File: src/rtl/pdma_pkg.sv
package pdma_pkg;

    typedef enum logic [1:0] {
        ISZ_8    = 2'd0,
        ISZ_16   = 2'd1,
        ISZ_32   = 2'd2,
        ISZ_RSVD = 2'd3
    } item_size_e;

    typedef enum logic [1:0] {
        CH_IDLE,
        CH_RUN,
        CH_FIN,
        CH_ERR
    } chan_state_e;

    typedef struct packed {
        logic       to_mem;
        item_size_e size;
    } xfer_mode_t;

    // Stride alignment test on the two low bits of a byte stride.
    function automatic logic stride_fits(input item_size_e sz, input logic [1:0] low);
        case (sz)
            ISZ_8:   return 1'b1;
            ISZ_16:  return ~low[0];
            ISZ_32:  return (low == 2'b00);
            default: return 1'b0;
        endcase
    endfunction

endpackage

File: src/rtl/pdma_cfg_check.sv
module pdma_cfg_check
    import pdma_pkg::*;
(
    input  item_size_e size,
    input  logic       two_d,
    input  logic [1:0] x_low,
    input  logic [1:0] y_low,
    input  logic       narrow_only,
    output logic       legal
);
    logic x_ok;
    logic y_ok;
    logic size_ok;

    always_comb begin
        x_ok    = stride_fits(size, x_low);
        y_ok    = ~two_d | stride_fits(size, y_low);
        size_ok = (size != ISZ_RSVD) && !(narrow_only && (size == ISZ_32));
        legal   = x_ok & y_ok & size_ok;
    end
endmodule

File: src/rtl/pdma_addr_gen.sv
module pdma_addr_gen #(
    parameter int AW = 32,
    parameter int CW = 16,
    parameter int MW = 16
) (
    input  logic          clk,
    input  logic          rst,
    input  logic          load,
    input  logic          step,
    input  logic          two_d,
    input  logic [AW-1:0] start_addr,
    input  logic [CW-1:0] x_count,
    input  logic [MW-1:0] x_mod,
    input  logic [CW-1:0] y_count,
    input  logic [MW-1:0] y_mod,
    output logic [AW-1:0] ptr,
    output logic          last_item
);
    localparam int LW = CW + 1;
    localparam logic [LW-1:0] ONE = LW'(1);

    logic [LW-1:0] x_left;
    logic [LW-1:0] y_left;
    logic [LW-1:0] x_reload;
    logic [AW-1:0] x_step;
    logic [AW-1:0] y_step;
    logic [AW-1:0] ptr_q;

    // A zero count stands for the full 2^CW range.
    function automatic logic [LW-1:0] expand(input logic [CW-1:0] c);
        return (c == '0) ? {1'b1, {CW{1'b0}}} : {1'b0, c};
    endfunction

    always_ff @(posedge clk) begin
        if (rst) begin
            ptr_q    <= '0;
            x_left   <= ONE;
            y_left   <= ONE;
            x_reload <= ONE;
            x_step   <= '0;
            y_step   <= '0;
        end else if (load) begin
            ptr_q    <= start_addr;
            x_left   <= expand(x_count);
            x_reload <= expand(x_count);
            y_left   <= two_d ? expand(y_count) : ONE;
            x_step   <= {{(AW-MW){x_mod[MW-1]}}, x_mod};
            y_step   <= {{(AW-MW){y_mod[MW-1]}}, y_mod};
        end else if (step) begin
            if (x_left == ONE) begin
                if (y_left != ONE) begin
                    ptr_q  <= ptr_q + y_step;
                    x_left <= x_reload;
                    y_left <= y_left - ONE;
                end
            end else begin
                ptr_q  <= ptr_q + x_step;
                x_left <= x_left - ONE;
            end
        end
    end

    assign ptr       = ptr_q;
    assign last_item = (x_left == ONE) && (y_left == ONE);
endmodule

File: src/rtl/pdma_beat_ctrl.sv
module pdma_beat_ctrl
    import pdma_pkg::*;
#(
    parameter int DW = 16
) (
    input  logic            clk,
    input  logic            rst,
    input  logic            flush,
    input  logic            accept,
    input  item_size_e      size,
    input  logic            to_mem,
    input  logic [2*DW-1:0] wdata_in,
    input  logic            mem_ready,
    input  logic [DW-1:0]   mem_rdata,
    output logic            pending,
    output logic            high_beat,
    output logic            item_done,
    output logic [DW-1:0]   mem_wdata,
    output logic [2*DW-1:0] rdata_out,
    output logic            rvalid
);
    localparam int IW = 2 * DW;

    logic          pend_q;
    logic          high_q;
    logic [IW-1:0] wbuf_q;
    logic [DW-1:0] lo_q;
    logic [IW-1:0] rd_q;
    logic          rv_q;
    logic          handshake;
    logic          last_beat;
    logic [IW-1:0] assembled;

    always_comb begin
        last_beat = (size != ISZ_32) | high_q;
        handshake = pend_q & mem_ready & ~flush;
        item_done = handshake & last_beat;
        case (size)
            ISZ_32:  assembled = {mem_rdata, lo_q};
            ISZ_8:   assembled = {{(IW-8){1'b0}}, mem_rdata[7:0]};
            default: assembled = {{(IW-DW){1'b0}}, mem_rdata};
        endcase
    end

    always_ff @(posedge clk) begin
        if (rst || flush) begin
            pend_q <= 1'b0;
            high_q <= 1'b0;
            rv_q   <= 1'b0;
            if (rst) begin
                wbuf_q <= '0;
                lo_q   <= '0;
                rd_q   <= '0;
            end
        end else begin
            rv_q <= 1'b0;
            if (item_done) begin
                pend_q <= 1'b0;
                high_q <= 1'b0;
                rv_q   <= ~to_mem;
                rd_q   <= assembled;
            end else if (handshake) begin
                high_q <= 1'b1;
                lo_q   <= mem_rdata;
            end else if (accept) begin
                pend_q <= 1'b1;
                wbuf_q <= wdata_in;
            end
        end
    end

    assign pending   = pend_q;
    assign high_beat = high_q;
    assign mem_wdata = high_q ? wbuf_q[IW-1:DW] : wbuf_q[DW-1:0];
    assign rdata_out = rd_q;
    assign rvalid    = rv_q;
endmodule

File: src/rtl/pdma_channel.sv
module pdma_channel
    import pdma_pkg::*;
#(
    parameter int AW = 32,
    parameter int DW = 16,
    parameter int CW = 16,
    parameter int MW = 16
) (
    input  logic            clk,
    input  logic            rst,
    input  logic            cfg_enable,
    input  logic            cfg_to_mem,
    input  logic [1:0]      cfg_size,
    input  logic            cfg_two_d,
    input  logic [AW-1:0]   cfg_start_addr,
    input  logic [CW-1:0]   cfg_x_count,
    input  logic [MW-1:0]   cfg_x_mod,
    input  logic [CW-1:0]   cfg_y_count,
    input  logic [MW-1:0]   cfg_y_mod,
    input  logic            narrow_only,
    input  logic            periph_irq,
    input  logic [2*DW-1:0] periph_wdata,
    output logic            irq_out,
    output logic [2*DW-1:0] periph_rdata,
    output logic            periph_rvalid,
    output logic            mem_valid,
    input  logic            mem_ready,
    output logic [AW-1:0]   mem_addr,
    output logic            mem_write,
    output logic            mem_byte,
    output logic [DW-1:0]   mem_wdata,
    input  logic [DW-1:0]   mem_rdata,
    output logic            busy,
    output logic            done,
    output logic            cfg_err
);
    localparam logic [AW-1:0] BEAT_BYTES = AW'(DW / 8);

    item_size_e  req_size;
    xfer_mode_t  mode_q;
    chan_state_e st_q;
    logic        en_q;
    logic        start;
    logic        legal;
    logic        accept;
    logic        pend;
    logic        high;
    logic        item_done;
    logic        last_item;
    logic        done_q;
    logic [AW-1:0] ptr;

    assign req_size = item_size_e'(cfg_size);
    assign start    = cfg_enable & ~en_q;
    assign accept   = (st_q == CH_RUN) & periph_irq & ~pend;

    pdma_cfg_check u_check (
        .size        (req_size),
        .two_d       (cfg_two_d),
        .x_low       (cfg_x_mod[1:0]),
        .y_low       (cfg_y_mod[1:0]),
        .narrow_only (narrow_only),
        .legal       (legal)
    );

    pdma_addr_gen #(.AW(AW), .CW(CW), .MW(MW)) u_addr (
        .clk        (clk),
        .rst        (rst),
        .load       (start & legal),
        .step       (item_done),
        .two_d      (cfg_two_d),
        .start_addr (cfg_start_addr),
        .x_count    (cfg_x_count),
        .x_mod      (cfg_x_mod),
        .y_count    (cfg_y_count),
        .y_mod      (cfg_y_mod),
        .ptr        (ptr),
        .last_item  (last_item)
    );

    pdma_beat_ctrl #(.DW(DW)) u_beat (
        .clk       (clk),
        .rst       (rst),
        .flush     (~cfg_enable),
        .accept    (accept),
        .size      (mode_q.size),
        .to_mem    (mode_q.to_mem),
        .wdata_in  (periph_wdata),
        .mem_ready (mem_ready),
        .mem_rdata (mem_rdata),
        .pending   (pend),
        .high_beat (high),
        .item_done (item_done),
        .mem_wdata (mem_wdata),
        .rdata_out (periph_rdata),
        .rvalid    (periph_rvalid)
    );

    always_ff @(posedge clk) begin
        if (rst) begin
            en_q   <= 1'b0;
            st_q   <= CH_IDLE;
            mode_q <= '0;
            done_q <= 1'b0;
        end else begin
            en_q   <= cfg_enable;
            done_q <= 1'b0;
            if (!cfg_enable) begin
                st_q <= CH_IDLE;
            end else if (start) begin
                st_q   <= legal ? CH_RUN : CH_ERR;
                mode_q <= '{to_mem: cfg_to_mem, size: req_size};
            end else if (item_done && last_item) begin
                st_q   <= CH_FIN;
                done_q <= 1'b1;
            end
        end
    end

    assign irq_out   = ~cfg_enable & periph_irq;
    assign mem_valid = pend;
    assign mem_addr  = ptr + (high ? BEAT_BYTES : '0);
    assign mem_write = mode_q.to_mem;
    assign mem_byte  = (mode_q.size == ISZ_8);
    assign busy      = (st_q == CH_RUN);
    assign done      = done_q;
    assign cfg_err   = (st_q == CH_ERR);
endmodule

File: config.mk
export PLATFORM = sky130hd
export DESIGN_NAME = pdma_channel
export DESIGN_NICKNAME = d
export VERILOG_FILES = /design/src/rtl/pdma_pkg.sv /design/src/rtl/pdma_cfg_check.sv /design/src/rtl/pdma_addr_gen.sv /design/src/rtl/pdma_beat_ctrl.sv /design/src/rtl/pdma_channel.sv
export SDC_FILE = /design/constraint.sdc
export NUM_CORES = 1
export LEC_CHECK = 0
export ABC_AREA = 0
export BUFFER_PORTS_ARGS = -buffer_cell sky130_fd_sc_hd__buf_2
export CAP_MARGIN = 20
export CORE_ASPECT_RATIO = 1.4
export CORE_UTILIZATION = 50
export CTS_CLUSTER_DIAMETER = 60
export CTS_CLUSTER_SIZE = 40
export DETAILED_ROUTE_END_ITERATION = 12
export PLACE_DENSITY = 0.77
export RECOVER_POWER = 100
export SYNTH_ARGS = -nofsm -noshare
export SYNTH_HDL_FRONTEND = slang
export SYNTH_SLANG_ARGS = --single-unit
File: constraint.sdc
create_clock -name clk -period 4.53 [get_ports clk]
set_clock_uncertainty 0.05 [all_clocks]
set_input_delay 0.453 -clock clk [delete_from_list [all_inputs] [get_ports clk]]
set_output_delay 0.453 -clock clk [all_outputs]
set_load 0.01 [all_outputs]
==> metrics.txt, run 1 <==
status complete, but fails checks; failing checks max-capacitance violations, max-slew violations; placed inst area between 0.01 and 0.015 mm2; Required @ worst endpoint 4.83 ns; Worst Path Max Fanout 14; crit end category flop; R2R depth 17; Max Slew Vio Count roughly 170; Root Driver clkbuf_16; wirelength, routed about 32000 um; HPWL Detailed 23600 um; Hold Path Depth 3; Routed WL per cell roughly 17 um; Max Fclk around 240 MHz; global router's overall resource usage between 20 and 30%; Net Count, Synth 1554; top post-synthesis cells by area dfxtp_1 22%, edfxtp_1 21%, nand2_1 9.0%, a21oi_1 6.3%, ha_1 4.3%; Synth top area share 21.9%; Synth Register Bits ~210; input/output buffers roughly 240; Vias roughly 11k; Synth area leader dfxtp_1; # fillers ~2.1k; setup bufs post-CTS 0; Slew @ Worst Pin about 3 ns; htree depth 1; row count 65; clk buf depth 3; fin cells about 1.9k; Reg2Reg Launch Point u_addr.x_left[1]; number of global-route vias before repair slightly above 10k; worst skew pair latency 0.51 ns; Hold Buf Count CTS 0; initial core utilization just over 50%; Die Span Y 181 um; synthesized area per cell around 8.4 um2; Hold Crit Class input port to flop; Gate Count Post-Synth between 1k and 1.5k; nets between 1.5k and 2k; initial antenna violation count 3; CP arrival around 4.5 ns; first-pass GRT wire length between 50000 and 60000 um; Hold Fails Final Rpt 0; Yosys cell types slightly above 70; RR Endpoint u_addr.ptr[22]; area grow syn2layout 15.5%; min-delay src cfg_to_mem; Finish-stage setup viols 0; number of vias per cell 5.68; CP Launch Type flop; maxcap violations 3; Setup TNS 0 ns; Die Area ~0.024 mm2; GR Overflow Total 0; area of the core about 0.023 mm2; Reg clk slew, reported paths between 0.1 and 0.15 ns; mapped cell area ~0.011 mm2; Hold Path Sink mem_write; Cell Pwr Density a little over 300 mW/mm2; Tcrit/Tclk final ~93%; ys async rst share 0%; initial DRC count around 560; pin count of the biggest net entering global routing ~130; number of flops mapped to enable cells by yosys 80; Fin Hold WS 0.122 ns; 1st-pass router iterations 6; Remaining DRCs 0; TritonCTS clock tree done; Ports about 240; Placer Congestion between 0.9 and 1; Die Wd ~130 um; Final Instance Area 0.0132 mm2; Max VDD drop between 0.3 and 0.4 mV; CTS buffer count 13; Leak 5.24 nW; RSZ-0062 raised after global routing false; Ys Warns 0; share of layout cells above drive strength 1 between 10% and 20%; Rel. slew slack -99.3%; placed cells around 1.8k; Period minus WS final 4.19 ns; Post-synth top flop dfxtp_1; Clock Sinks slightly above 200; register area share after synthesis 42.8%; R2R setup slack 0.34 ns; crit path kind flop to flop; Detail Route Antenna Nets 0
## report_power, final
group	switching [mW]	total (mW)	internal, mW
sequential	0.0657	2.07	2.01
combinational	0.423	0.684	0.260
clock	0.742	1.34	0.593
## logic make-up (layout without fill, tap and decap cells)
family / after synthesis / after routing / synth area share [%]
compound gates: 319 / 319 / 17.6
xor+xnor: 54 / 54 / 4.13
fa+ha+maj: 40 / 40 / 4.44
simple gates: 613 / 613 / 24.8
other cells: 0 / 1 / 0
buf+inv: 101 / 306 / 3.57
flops: 205 / 205 / 42.8
mux: 28 / 28 / 2.69
## sequential cells by signal (all words and copies together) (netlist names)
signal	count
u_addr.ptr	32
u_beat.lo_q	16
mode_q	2
u_addr.x_reload	17
u_addr.y_left	17
u_beat.wbuf_q	32
en_q	1
u_beat.pending	1
u_addr.x_step	16
u_addr.y_step	16
st_q	2
u_beat.rvalid	1
u_beat.high_beat	1
mem_write	1
u_beat.rdata_out	32
u_addr.x_left	17
done	1
## cells in the mapped netlist, drive strengths merged (9+ instances only)
cell / n
nor2: 128
nor3: 27
a211oi: 14
a311oi: 17
mux2i: 9
xor2: 18
nand2: 277
o21ai: 44
edfxtp: 80
mux2: 19
nand3: 37
xnor2: 36
a31oi: 12
clkbuf: 60
a21oi: 145
and2: 52
buf: 18
nor2b: 9
nor4: 14
and3: 25
dfxtp: 125
inv: 23
ha: 39
## cells in the final DEF (no fill, tap or decap), types with 6 or more instances in the layout
cell type,count
inv_1,23
dfxtp_1,125
mux2_2,16
and3_1,25
o21bai_1,6
nor2_1,128
a211oi_1,14
o221ai_1,7
a21o_1,8
buf_2,156
nor2b_1,9
buf_4,9
a31oi_1,11
o21a_1,6
a22oi_1,7
and2_0,25
nor3_1,23
mux2i_1,9
clkbuf_1,93
xor2_1,18
o21ai_0,37
edfxtp_1,80
a21oi_1,144
nand4_1,7
nand2b_1,8
nand2_1,276
clkbuf_16,13
o21ai_1,7
a311oi_1,17
nor4_1,14
xnor2_1,36
and2_1,27
or3_1,7
nand3_1,37
ha_1,39
## how the worst max path moves through the flow
stage | startpoint | end | cells after the start
6_report | u_addr.x_left[1] | u_addr.ptr[22] | 17
5_1_grt | u_addr.x_left[1] | u_addr.ptr[28] | 16
4_1_cts | u_addr.x_left[1] | u_addr.ptr[22] | 17
3_3_place_gp | u_addr.x_left[1] | u_addr.ptr[22] | 17
3_5_place_dp | u_addr.x_left[1] | u_addr.ptr[22] | 17
2_1_floorplan | u_addr.x_left[1] | u_addr.ptr[22] | 19
## stage by stage
step	power [mW]	util, %	setup WS [ns]
finish	4.09	58.7	0.339
global route	4.27	58.7	0.0377
CTS	4.12	59.2	0.313
detailed placement	2.80	57.2	0.377
global placement	2.78	57.2	0.589
floorplan	2.55	-	0.319
## what timing repair did
item | CTS | global route
gates resized for setup | 0 | 2
endpoints found under the setup margin | 0 | 2
endpoints found under the hold margin | 0 | 0
## layout make-up
cell class / count / area [um2] / area share (%)
timing repair buffer: 261 / 1230 / 9.30
tap: 301 / 377 / 2.85
clock buffer: 13 / 325 / 2.46
antenna: 1 / 2.50 / 0.0189
inverter: 23 / 86.3 / 0.653
clock inverter: 9 / 131 / 0.994
multi-input combinational: 1054 / 6160 / 46.6
sequential: 205 / 4900 / 37.1
## metal layers
metal	wire [um]	global-route usage [%]	share of wire, %	vias to the layer above
met1	12400	31.4	39	4963
met2	16300	49.1	51	345
met3	1930	4.03	6.1	75
met4	1120	10.3	3.5	4
li1	-	-	-	5220
met5	26	0	0.082	-
## worst max-delay path, stage by stage, from the launching register on
cell and delay [ns]:
dfxtp_1 0.34, inv_1 0.09, ha_1 0.17, or4b_4 0.48, nor3_4 0.23, buf_4 0.22
nand2_1 0.07, nand2_1 0.08, inv_1 0.06, fa_1 0.41, nor2b_1 0.21, o31a_1 0.25
o21ai_1 0.21, o41ai_2 0.42, o31ai_1 0.13, mux2i_1 0.16, nor2_1 0.08, a2111oi_2 0.39
Power figures use the tool's default switching activity.
==> run 2: changes to the inputs <==
--- a/config.mk
+++ b/config.mk
@@ -8,7 +8,7 @@
 export ABC_AREA = 0
 export BUFFER_PORTS_ARGS = -buffer_cell sky130_fd_sc_hd__buf_2
 export CAP_MARGIN = 20
-export CORE_ASPECT_RATIO = 1.4
+export CORE_ASPECT_RATIO = 1.25
 export CORE_UTILIZATION = 50
 export CTS_CLUSTER_DIAMETER = 60
 export CTS_CLUSTER_SIZE = 40
==> metrics.txt, run 2 (synthesized netlist as in run 1, its figures left out) <==
CTS buffer count 14; initial antenna violation count 4; Worst Path Buf+Inv 2; R2R setup slack 0.30 ns; failing checks max-capacitance violations, max-slew violations; pin count of the biggest net entering global routing 96; Period minus WS final 4.23 ns; clk buf depth 3; Cell Pwr Density 315 mW/mm2; Clock Sinks ~210; initial core utilization between 50% and 60%; # fillers 2025; Routed WL per cell around 17 um; global router's overall resource usage between 20% and 30%; CP top delay family compound AO/OA/AOI/OAI gates; Die Span Y 171 um; crit path kind flop to flop; crit end category flop; Die Wd between 100 and 150 um; number of global-route vias before repair 9981; Root Driver clkbuf_16; area grow syn2layout 15.7%; Worst Path Max Fanout 15; share of layout cells above drive strength 1 around 14%; Remaining DRCs 0; Critical Path, Cell by Cell inv_1 -> ha_1 -> nor4b_2 -> nand2_2 -> buf_4 -> nand2_1 -> nand2_1 -> ha_1 -> a2111o_1 -> o21ai_1 -> o41ai_2 -> o31ai_1 -> mux2i_1 -> nor2_1 -> a2111oi_2; Hold Buf Count CTS 0; Die Area around 0.024 mm2; Placer Congestion ~0.91; Slowest-stage cell, CP a2111o_1; setup bufs post-CTS 0; number of vias per cell between 5 and 6; placed cells 1826; Max Fclk about 240 MHz; Required @ worst endpoint about 4.8 ns; input/output buffers 241; TritonCTS clock tree done; Finish-stage setup viols 0; Tcrit/Tclk final between 90% and 100%; maxcap violations 3; area of the core 0.0224 mm2; Final Util about three fifths; CP Launch Type flop; worst skew pair latency roughly 0.49 ns; row count 61; Setup crit end u_addr.ptr[22]; Hold Fails Final Rpt 0; 1st-pass router iterations 5; R2R depth 15; Max Slew Vio Count between 150 and 200; HPWL Detailed ~23000 um; Reg2Reg Launch Point u_addr.x_left[1]; Leak 5.27 nW; Detail Route Antenna Nets 0; status complete, but fails checks; WP depth 15; wirelength, routed 32200 um; Vias around 11k; initial DRC count ~620; commonest cells after routing, fill and taps aside 276 x nand2_1, 156 x buf_2, 144 x a21oi_1; Hold Crit Class input port to flop; RR Endpoint u_addr.ptr[22]; Design Power roughly 4.2 mW; CP arrival ~4.5 ns; Setup TNS 0 ns; placed inst area roughly 0.013 mm2; Final Instance Area between 0.01 and 0.015 mm2; RSZ-0062 raised after global routing false; htree depth 1; GR Overflow Total 0; Reg clk slew, reported paths about 0.1 ns; fin cells approximately 1.9k; Max VDD drop about 0.34 mV; first-pass GRT wire length 49500 um; Critical Path Max Stage Delay roughly 0.47 ns; Ports 242; commonest non-fill, non-tap cell in the layout nand2_1; Slew @ Worst Pin between 1.5 and 2 ns; Rel. slew slack -29.5%; nets 1753; Critical Path Start u_addr.x_left[1]
## run 2: tightest hold or removal path, stage by stage
cell and delay (ns):
buf_2 0.09, nand2_1 0.04, a21oi_1 0.05
## run 2: power breakdown
part           total (mW)  internal [mW]  switching (mW)  leakage [nW]
logic               0.687          0.259           0.428          3.20
registers            2.07           2.01          0.0656          1.83
clock network        1.42          0.706           0.711         0.243
total                4.18           2.97            1.20          5.27
## run 2: cell type report
type	count	area [um2]	area share [%]
tap	283	354	2.67
clock buffer	16	379	2.86
inverter	23	86.3	0.652
sequential	205	4900	37.0
timing repair buffer	261	1250	9.44
clock inverter	8	118	0.888
multi-input combinational	1054	6150	46.4
antenna	3	7.51	0.0567
## run 2: per-layer routing
metal | track usage [%] | up-vias | part of all wire [%]
li1 | - | 5233 | -
met1 | 31.7 | 4954 | 40
met2 | 47.5 | 443 | 49
met3 | 5.36 | 54 | 8.4
met4 | 7.98 | 2 | 2.3
met5 | 0 | - | 0.031
## run 2: per-stage QoR
step	worst slack [ns]	hold slack (ns)
after detailed placement	0.375	0.394
after global placement	0.589	0.385
after global routing	0.0667	0.145
final	0.302	0.146
after floorplan	0.319	0.373
after CTS	0.334	0.136
## run 2: repair_timing
action / CTS / global route
gates resized for setup: 0 / 1
setup endpoints to repair: 0 / 1
hold endpoints to repair: 0 / 0
## run 2: worst min-delay path by stage
stage	end	cells past startpoint	from	slack [ns]
final	u_addr.x_step[5]	3	cfg_x_mod[5]	0.15
after global routing	u_addr.x_step[2]	3	cfg_x_mod[2]	0.14
after CTS	u_addr.y_step[10]	3	cfg_y_mod[10]	0.14
after detailed placement	u_addr.x_reload[1]	2	u_addr.x_reload[1]	0.39
after global placement	st_q[0]	1	en_q	0.38
after floorplan	done	2	en_q	0.37
==> run 3: changes to the inputs <==
--- a/config.mk
+++ b/config.mk
@@ -6,7 +6,7 @@
 export NUM_CORES = 1
 export LEC_CHECK = 0
 export ABC_AREA = 0
-export BUFFER_PORTS_ARGS = -buffer_cell sky130_fd_sc_hd__buf_2
+export BUFFER_PORTS_ARGS = -buffer_cell sky130_fd_sc_hd__clkbuf_2
 export CAP_MARGIN = 20
 export CORE_ASPECT_RATIO = 1.25
 export CORE_UTILIZATION = 50
==> metrics.txt, run 3 (synthesized netlist as in run 1, its figures left out) <==
status complete, but fails checks; failing checks max-capacitance violations, max-slew violations; number of global-route vias before repair 10.1k; maxcap violations 3; Finish-stage setup viols 0; Hold Fails Final Rpt 0; htree depth 1; Vias 10.7k; Ports around 240; Root Driver clkbuf_16; GR Overflow Total 0; 1st-pass router iterations 5; Cell Pwr Density 307 mW/mm2; Leak 5.25 nW; Hold Buf Count CTS 0; row count 61; CP Launch Type flop; setup bufs post-CTS 0; placed inst area ~0.013 mm2; final setup margin about 0.35 ns; TritonCTS clock tree done; # fillers 2063; number of vias per cell about 5.8; RSZ-0062 raised after global routing false; global router's overall resource usage a little over a quarter; pin count of the biggest net entering global routing 94; pre-CTS WS 0.436 ns; placed cells around 1.8k; Placer Congestion 0.915; commonest non-fill, non-tap cell in the layout nand2_1; Tcrit/Tclk final approximately 90%; input/output buffers 241; Worst Path Max Fanout 20; Max Fclk approximately 240 MHz; Routed WL per cell ~17 um; Die Wd ~140 um; Max Slew Vio Count 160; Detail Route Antenna Nets 0; Die Span Y 171 um; Clock Sinks 205; Die Area around 0.024 mm2; Remaining DRCs 0; initial DRC count approximately 660; CTS buffer count 13; post-CTS sizing 0; CP arrival between 4 and 5 ns; Period minus WS final 4.18 ns; fin cells around 1.8k; area of the core 0.0224 mm2; area grow syn2layout 15.0%; wirelength, routed 32300 um; share of layout cells above drive strength 1 between 10% and 20%; Hold Crit Class input port to flop; initial antenna violation count 1; Setup TNS 0 ns; Final Instance Area 0.0132 mm2; Reg clk slew, reported paths ~0.090 ns; nets about 1.8k; commonest cells after routing, fill and taps aside 276 x nand2_1, 158 x clkbuf_2, 144 x a21oi_1; first-pass GRT wire length roughly 50000 um; Slew @ Worst Pin ~1.9 ns; Required @ worst endpoint between 4 and 5 ns; Rel. slew slack -26.0%; Max VDD drop between 0.3 and 0.4 mV; crit path kind flop to flop; crit end category flop; worst skew pair latency 0.49 ns; initial core utilization 51.2%; HPWL Detailed about 24000 um; clk buf depth 3
[run 3: changes by cell type in the layout (fill, tap and decap cells not counted), sizes merged]
cell / previous run / this run
clkbuf: 108 / 261
clkinvlp: 0 / 2
buf: 169 / 13
diode: 3 / 1
inv: 29 / 28
[run 3: stage by stage]
step	power, mW	utilization (%)	hold WS, ns
6_report	4.04	58.9	0.135
5_1_grt	4.22	58.9	0.120
4_1_cts	4.08	59.5	0.119
3_5_place_dp	2.81	57.6	0.398
3_3_place_gp	2.79	57.6	0.385
2_1_floorplan	2.55	-	0.373
[run 3: final timing paths]
path                      startpoint            endpoint  slack (ns)  cells past startpoint
setup / recovery    u_addr.x_left[1]      u_addr.ptr[28]        0.35                     13
hold / removal          cfg_y_mod[3]    u_addr.y_step[3]        0.14                      3
setup reg to reg    u_addr.x_left[1]      u_addr.ptr[28]        0.35                     13
hold reg to reg   u_addr.x_reload[4]  u_addr.x_reload[4]        0.41                      2
[run 3: area by class of cell]
| class | count | area, um2 | share of cell area [%] |
|---|---|---|---|
| tap | 283 | 354 | 2.69 |
| clock buffer | 13 | 325 | 2.47 |
| inverter | 23 | 86.3 | 0.656 |
| antenna | 1 | 2.50 | 0.0190 |
| clock inverter | 9 | 100 | 0.760 |
| sequential | 205 | 4900 | 37.3 |
| timing repair buffer | 261 | 1250 | 9.50 |
| multi-input combinational | 1054 | 6140 | 46.6 |
[run 3: power breakdown]
group          internal, mW  switching [mW]
registers              2.01          0.0660
logic                 0.260           0.423
clock network         0.611           0.671
total                  2.88            1.16
[run 3: worst max-delay path, stage by stage, from the launching register on]
cell,delay (ns)
dfxtp_1,0.33
inv_1,0.10
ha_1,0.16
nor4b_2,0.37
nand2_2,0.31
mux2_2,0.62
ha_1,0.40
and4_1,0.20
a221oi_1,0.40
o21a_1,0.32
o21ai_0,0.20
a31oi_1,0.24
mux2i_1,0.20
o21ai_0,0.09
[run 3: metal layers]
metal / up-vias / track usage (%) / share of wire, %
met5: - / 0 / 0
met4: 0 / 8.93 / 2.6
met3: 58 / 5.22 / 8.5
met2: 438 / 48.1 / 50
met1: 4967 / 31.9 / 39
li1: 5235 / - / -
